$ cat config.mk
export PLATFORM = sky130hd
export DESIGN_NAME = gpio_twobank
export DESIGN_NICKNAME = d
export VERILOG_FILES = /design/src/rtl/gpio_twobank.sv
export SDC_FILE = /design/constraint.sdc
export NUM_CORES = 1
export LEC_CHECK = 0
export CAP_MARGIN = 20
export CORE_MARGIN = 1
export CORE_UTILIZATION = 50
export DETAILED_ROUTE_END_ITERATION = 8
export GPL_TIMING_DRIVEN = 0
export PLACE_DENSITY = 0.82
export SYNTH_ARGS = -nofsm -noshare
export SYNTH_HDL_FRONTEND = slang
export SYNTH_SLANG_ARGS = --single-unit
$ cat constraint.sdc
create_clock -name clk -period 1.9 [get_ports clk]
set_input_delay 0.19 -clock clk [delete_from_list [all_inputs] [get_ports clk]]
set_output_delay 0.19 -clock clk [all_outputs]
set_load 0.02 [all_outputs]
$ cat src/rtl/gpio_twobank.sv
`timescale 1ns/1ps
module gpio_twobank #(
  parameter int NPINS  = 14,
  parameter int SPLIT  = 10,
  parameter int ADDR_W = 6
) (
  input  logic              clk,
  input  logic              rst_n,
  input  logic [ADDR_W-1:0] addr,
  input  logic              wr_en,
  input  logic [7:0]        wdata,
  output logic [7:0]        rdata,
  input  logic [NPINS-1:0]  pin_in,
  output logic [NPINS-1:0]  pin_out,
  output logic [NPINS-1:0]  pin_oe,
  output logic              irq
);
  localparam int K_EN = 0, K_DIR = 1, K_LVL = 2, K_RISE = 3;
  localparam int K_FALL = 4, K_EVT = 5, K_ROUTE = 6, K_STS = 7;
  localparam int NCFG = 7;
  localparam int RES_BASE = 32;

  function automatic logic [ADDR_W-1:0] badr(input int i, input int k);
    int loc, base;
    loc  = (i >= SPLIT) ? i - SPLIT : i;
    base = (i >= SPLIT) ? RES_BASE : 0;
    return ADDR_W'(base + 4 * k + loc / 8);
  endfunction

  function automatic logic [2:0] bpos(input int i);
    int loc;
    loc = (i >= SPLIT) ? i - SPLIT : i;
    return 3'(loc % 8);
  endfunction

  logic [NPINS-1:0] cfg [NCFG];
  logic [NPINS-1:0] sts, s1, s2, s3;
  logic [NPINS-1:0] set_v, clr_v, lvl_rd;

  always_comb begin
    for (int i = 0; i < NPINS; i++) begin
      set_v[i] = cfg[K_DIR][i] &
                 ((cfg[K_RISE][i] & s2[i] & ~s3[i]) |
                  (cfg[K_FALL][i] & ~s2[i] & s3[i]));
      clr_v[i] = wr_en && (addr == badr(i, K_STS)) && wdata[bpos(i)];
      lvl_rd[i] = cfg[K_DIR][i] ? s2[i] : cfg[K_LVL][i];
    end
  end

  always_ff @(posedge clk or negedge rst_n) begin
    if (!rst_n) begin
      for (int k = 0; k < NCFG; k++) cfg[k] <= '0;
      cfg[K_DIR] <= '1;
      sts <= '0;
      s1  <= '0;
      s2  <= '0;
      s3  <= '0;
    end else begin
      s1 <= pin_in;
      s2 <= s1;
      s3 <= s2;
      for (int i = 0; i < NPINS; i++)
        for (int k = 0; k < NCFG; k++)
          if (wr_en && addr == badr(i, k) && !(k == K_LVL && cfg[K_DIR][i]))
            cfg[k][i] <= wdata[bpos(i)];
      sts <= (sts & ~clr_v) | set_v;
    end
  end

  always_comb begin
    rdata = '0;
    for (int i = 0; i < NPINS; i++) begin
      for (int k = 0; k < 8; k++) begin
        if (addr == badr(i, k)) begin
          case (k)
            K_LVL:   rdata[bpos(i)] = lvl_rd[i];
            K_STS:   rdata[bpos(i)] = sts[i];
            default: rdata[bpos(i)] = cfg[k][i];
          endcase
        end
      end
    end
  end

  assign pin_out = cfg[K_LVL];
  assign pin_oe  = cfg[K_EN] & ~cfg[K_DIR];
  assign irq     = |(sts & cfg[K_EVT]);

  // with no write, nothing can clear or mask a raised interrupt
  p_irq_hold_r9: assert property (@(posedge clk) disable iff (!rst_n)
    irq && !wr_en |=> irq);

  for (genvar gi = 0; gi < NPINS; gi++) begin : g_chk
    p_sts_sticky_r7: assert property (@(posedge clk) disable iff (!rst_n)
      sts[gi] && !(wr_en && addr == badr(gi, K_STS)) |=> sts[gi]);
    p_lvl_locked_r4: assert property (@(posedge clk) disable iff (!rst_n)
      cfg[K_DIR][gi] |=> $stable(cfg[K_LVL][gi]));
    p_dir_by_write_r3: assert property (@(posedge clk) disable iff (!rst_n)
      !(wr_en && addr == badr(gi, K_DIR)) |=> $stable(cfg[K_DIR][gi]));
    p_sts_input_only_r11: assert property (@(posedge clk) disable iff (!rst_n)
      $rose(sts[gi]) |-> $past(cfg[K_DIR][gi]));
  end
endmodule

==> results.toml, run 1 <==
[floorplanning]
fp-row-count = 43
core-area_um2 = 14100
die_h_um = 123
dieWidth_um = 123
initial_core_util_pct = 52.0
pin_count = 68
dieArea_um2 = 15100

[clocking]
cts-root-buf = "clkbuf_16"
cts_buffers = 17
clk_pin_slew_worst_paths_ns = 0.06
clockBufferDepth = 2
cts-htree-levels = 4
clock-sinks = 154
clock_latency_ns = 0.44
cts_tree = "built"

[cells_and_area]
fillers = 1089
n_antenna_cell = 0
area_growth_pct = 24.1
utilization_pct = 64.5
drive_above_1_share_pct = 32.6
nets = 747
postLayoutCellArea_um2 = 9090

[route]
wirelength_um = 21100
post_drt_wl_per_cell_um = 23.2
drt-initial-drc-count = 464
vias = 5653
vias_per_cell = 6.22
route.detailed.drc = 0
postRouteAntennaNets = 0
first_pass_iters = 6

[power_and_ir_drop]
power_density_nw_per_um2 = 993
p_seq_share_pct = 46.1
switching_share_pct = 29.0
ir_drop_uv = 932
combPwrFrac_pct = 17.8
switching_power_uw = 2620
intPower_uw = 6410
p_leak_uw = 0.00403
clkPwrFrac_pct = 36.1

[setup_path]
crit_required_ns = 1.71
reg2reg_to = "pin_out[2]$_DFFE_PN0P_"
r2r_start = "cfg[72]$_DFFE_PN1P_"
cp_cell_sequence = "mux2_4, a222oi_1, o22ai_1, and3_1, o21ai_2, a21oi_2, buf_6"
cp_slowest_stage_delay_ns = 0.55
setup.worst_path.start = "cfg[70]$_DFFE_PN1P_"
arrival_ns = 2.32
cp_max_fo = 2
startpoint_type = "flop"
cp_top_family = "compound AO/OA/AOI/OAI gates"
cp_slowest_cell = "dfstp_2"
setup.worst_path.end_class = "primary output"
critical_path.endpoint = "rdata[0]"
path_buf_inv = 1
crit_cells = 7
reg2reg_depth = 3
r2r_slack_ns = 0.71
worstSetupPathType = "flop to primary output"

[logic_synthesis]
synth.area.top_cells = "dfrtp_1, mux2_2, dfstp_2"
ys_types = 57
postSynth.asyncResetShare_pct = 100
ys_warn_count = 0
synth_edf_count = 0
syn-instance-count = 615
yosysTopAreaCell = "dfrtp_1"
syn_nets = 646
synth.most_common_cell = "dfrtp_1"
postSynthAreaPerCell_um2 = 11.9
yosys_register_bits = 154
ys_seq_area_share_pct = 52.8
ys_top_cells_by_count = "dfrtp_1, mux2_2, nand2_1, nor2_1, o21ai_0"
netlist_area_um2 = 7330
synth_top_area_share_pct = 47.8
synth_ff_type = "dfrtp_1"

[sta]
worst_pin_slew_ns = 0.678
worst_slack_ns = -0.614
max_clock_freq_mhz = 398
report.final.hold_viol_count = 0
min_period_ns = 2.51
maxSlewViolCount = 0
rsz0062_at_grt = "true"
slew_headroom_pct = 54.8
finalCritPeriodShare_pct = 132
setup-violations-final = 9
fin_skew_ns = 0.00822

[worst_hold_path]
hold_class = "primary input to flop"

[run]
drv_cap = 0

[placement]
placed_cell_area_um2 = 8230
dp_hpwl_um = 14000
gp_congestion = 0.921
io_buffer_count = 64

[outcome]
violations = "negative setup slack"
status = "complete, but fails checks"

[global_routing]
grt_pass1_vias = 5579
grt_max_degree = 91
grt_overflow = 0
grt_antenna_before_repair = 0
track_usage_pct = 29.5
grt_pass1_wl_um = 32100
-- placed cells by master, fill, tap and decap left out, types with 3 or more instances in the layout --
cell type	Yosys	layout
dfrtp_1	140	138
mux2_2	85	82
nand2_1	60	59
clkdlybuf4s50_1	0	45
nor2_1	45	43
buf_4	15	41
o21ai_0	29	28
mux2_1	18	18
clkbuf_16	0	17
nor2b_1	17	16
a22o_1	16	16
mux2i_1	18	16
dfstp_2	14	14
nand3b_1	10	10
o22ai_1	12	10
a21oi_1	13	10
buf_6	2	9
clkbuf_1	17	9
nand3_1	7	6
a22oi_1	7	6
mux4_2	6	6
o21ai_1	6	6
nor2_2	4	5
clkbuf_2	0	5
clkbuf_8	0	5
a211oi_1	5	5
a31oi_1	4	4
a32oi_1	4	4
clkinvlp_4	0	4
dlymetal6s2s_1	0	4
inv_1	3	3
buf_2	8	3
a221oi_2	0	3
mux2_4	0	3
nor4b_4	2	3
a21oi_2	0	3
and2_1	4	3
inv_6	0	3
clkinv_4	0	3
clkdlybuf4s15_2	0	3
-- metal layers --
layer,global-route usage (%),vias to the layer above,share of wire [%]
met1,39.2,2853,43
met2,46.8,278,47
met3,7.20,60,7.1
met4,11.2,0,2.7
li1,-,2462,-
met5,0,-,0
-- state kept, by name, indices dropped and copies added, names as in the netlist --
register,cells
s1,14
sts,14
cfg,84
pin_out,14
s2,14
s3,14
-- layout make-up --
cell class	count	area, µm²	area share (%)
plain buffers	41	283	3.11
well taps	180	225	2.48
repair buffers	83	807	8.87
clock inverters	10	82.6	0.908
flip-flops and latches	154	3870	42.6
multi-input cells	415	3320	36.5
inverters	4	17.5	0.193
clock buffers	22	484	5.32
-- kinds of logic (layout without fill, tap and decap cells) --
family	Yosys count	after routing	synth area share, %
compound gates	123	123	11.6
flops	154	154	52.8
simple gates	165	165	12.0
mux	127	127	20.1
buf+inv	46	160	3.47
-- metrics by stage --
stage	instances	power, µW	setup slack [ns]	hold slack [ns]	TNS [ns]
after floorplan	615	4980	0.00589	-0.106	0
after global placement	859	5590	-5.19	0.332	-863.09
after detailed placement	860	5680	-1.46	0.220	-90.41
after CTS	909	9010	-0.623	0.185	-3.09
after global routing	909	9320	-0.682	0.189	-3.44
final	909	9030	-0.614	0.189	-2.99
-- how the worst min path moves through the flow --
| stage | from | endpoint | slack (ns) | cells after the start |
|---|---|---|---|---|
| floorplan | rst_n | cfg[0]$_DFFE_PN0P_ | -0.11 | 0 |
| global placement | s1[12]$_DFF_PN0_ | s2[12]$_DFF_PN0_ | 0.33 | 0 |
| detailed placement | rst_n | s1[13]$_DFF_PN0_ | 0.22 | 1 |
| CTS | pin_in[2] | s1[2]$_DFF_PN0_ | 0.18 | 1 |
| global route | pin_in[5] | s1[5]$_DFF_PN0_ | 0.19 | 1 |
| finish | pin_in[2] | s1[2]$_DFF_PN0_ | 0.19 | 1 |
-- power groups by stage --
| stage | sequential, µW | combinational (µW) | clock, µW |
|---|---|---|---|
| 2_1_floorplan | 4030 | 942 | 0 |
| 3_3_place_gp | 4170 | 1420 | 0 |
| 3_5_place_dp | 4200 | 1480 | 0 |
| 4_1_cts | 4140 | 1600 | 3270 |
| 5_1_grt | 4200 | 1720 | 3400 |
| 6_report | 4160 | 1610 | 3260 |
-- timing repair --
action / CTS / global route
setup buffers: 17 / 0
endpoints found under the setup margin: 110 / 33
hold buffers: 1 / 0
pin swaps: 19 / 3
endpoints found under the hold margin: 58 / 0
resized for setup: 99 / 14
Note: power is estimated with default switching activity, not from simulation.
==> run 2: changes to the inputs <==
ABC_CLOCK_PERIOD_IN_PS = 1900   (was unset)
==> results of run 2 <==
Final layout, timing and power as in run 1 (identical DEF).
==> run 3: changes to the inputs <==
CAP_MARGIN = unset   (was 20)
==> results.toml, run 3 (synthesis results as in run 1) <==
[outcome]
status = "complete, but fails checks"
violations = "negative setup slack"

[placement]
io_buffer_count = 64
placed_cell_area_um2 = 8230
gp_congestion = 0.921
dp_hpwl_um = 14000

[cells_and_area]
n_antenna_cell = 0
postLayoutCellArea_um2 = 9090
largest_register_ffs = 84
nets = 747
mostFrequentLayoutCells = "dfrtp_1, mux2_2, nand2_1"
regArea_um2 = 3870
regMostFlops = "cfg"
area_growth_pct = 24.1
fillers = 1089
final_common_cell = "dfrtp_1"
drive_above_1_share_pct = 32.6
multi_input_area_um2 = 3320

[clocking]
clockBufferDepth = 2
cts-root-buf = "clkbuf_16"
cts_buffers = 17
clk_pin_slew_worst_paths_ns = 0.06
clock-sinks = 154
cts-htree-levels = 4
cts_tree = "built"
clock_latency_ns = 0.44

[sta]
setup-violations-final = 9
min_period_ns = 2.51
finalCritPeriodShare_pct = 132
fin_skew_ns = 0.00822
rsz0062_at_grt = "true"
maxSlewViolCount = 0
fin_setup_tns_ns = -2.99
worst_pin_slew_ns = 0.678
report.final.hold_viol_count = 0
worst_slack_ns = -0.614
slew_headroom_pct = 54.8
max_clock_freq_mhz = 398

[setup_path]
startpoint_type = "flop"
worstSetupPathType = "flop to primary output"
setup.worst_path.start = "cfg[70]$_DFFE_PN1P_"
crit_required_ns = 1.71
r2r_start = "cfg[72]$_DFFE_PN1P_"
arrival_ns = 2.32
setup.worst_path.end_class = "primary output"
reg2reg_depth = 3
cp_max_fo = 2

[power_and_ir_drop]
total_power_uw = 9030
power_density_nw_per_um2 = 993
p_leak_uw = 0.00403
ir_drop_uv = 932

[route]
route.detailed.drc = 0
post_drt_wl_per_cell_um = 23.2
first_pass_iters = 6
wirelength_um = 21100
drt-initial-drc-count = 464
postRouteAntennaNets = 0
vias = 5653
vias_per_cell = 6.22

[global_routing]
track_usage_pct = 29.5
grt_max_degree = 91
grt_pass1_vias = 5579
grt_pass1_wl_um = 32100
grt_overflow = 0
grt_antenna_before_repair = 0

[floorplanning]
fp-row-count = 43
dieWidth_um = 123
dieArea_um2 = 15100
initial_core_util_pct = 52.0
core-area_um2 = 14100
pin_count = 68
die_h_um = 123

[worst_hold_path]
hold_depth = 1
hold_class = "primary input to flop"
hp-start = "pin_in[2]"

[run]
drv_cap = 0
## run 3: through the flow
| step | cells | hold slack, ns | util, % | setup slack (ns) |
|---|---|---|---|---|
| detailed placement | 860 | 0.220 | 58.4 | -1.46 |
| global route | 909 | 0.189 | 64.5 | -0.682 |
| floorplan | 615 | -0.106 | - | 0.00589 |
| CTS | 909 | 0.185 | 64.3 | -0.623 |
| global placement | 859 | 0.332 | 58.2 | -5.19 |
| finish | 909 | 0.189 | 64.5 | -0.614 |
## run 3: final cells by class
class	instances	area share, %
inverters	4	0.193
well taps	180	2.48
repair buffers	83	8.87
plain buffers	41	3.11
clock buffers	22	5.32
clock inverters	10	0.908
multi-input cells	415	36.5
flip-flops and latches	154	42.6
## run 3: power by group
group          switching, µW  total (µW)  internal [µW]
sequential               425        4160           3740
clock                   1440        3260           1830
combinational            763        1610            845
## run 3: final timing paths
check                                         end  slack [ns]
max                                      rdata[0]       -0.61
min in group asynchronous        s1[13]$_DFF_PN0_        0.31
min reg2reg                      s2[13]$_DFF_PN0_        0.35
min                               s1[2]$_DFF_PN0_        0.19
max in group asynchronous        sts[1]$_DFF_PN0_        0.71
max reg2reg                pin_out[2]$_DFFE_PN0P_        0.71
## run 3: layer usage
layer / track usage [%] / wire [µm] / share of wire [%]
met5: 0 / 0 / 0
met4: 11.2 / 578 / 2.7
met3: 7.20 / 1490 / 7.1
met2: 46.8 / 10000 / 47
met1: 39.2 / 9040 / 43
## run 3: worst max-delay path: stages, from the launching register on
cell and delay [ns]:
dfstp_2 0.55, mux2_4 0.30, a222oi_1 0.29, o22ai_1 0.13
and3_1 0.21, o21ai_2 0.15, a21oi_2 0.10, buf_6 0.15
## run 3: repair_timing
action                                  4_1_cts  5_1_grt
endpoints found under the hold margin        58        0
hold buffers                                  1        0
endpoints found under the setup margin      110       33
resized for setup                            99       14
setup buffers                                17        0
pin swaps                                    19        3
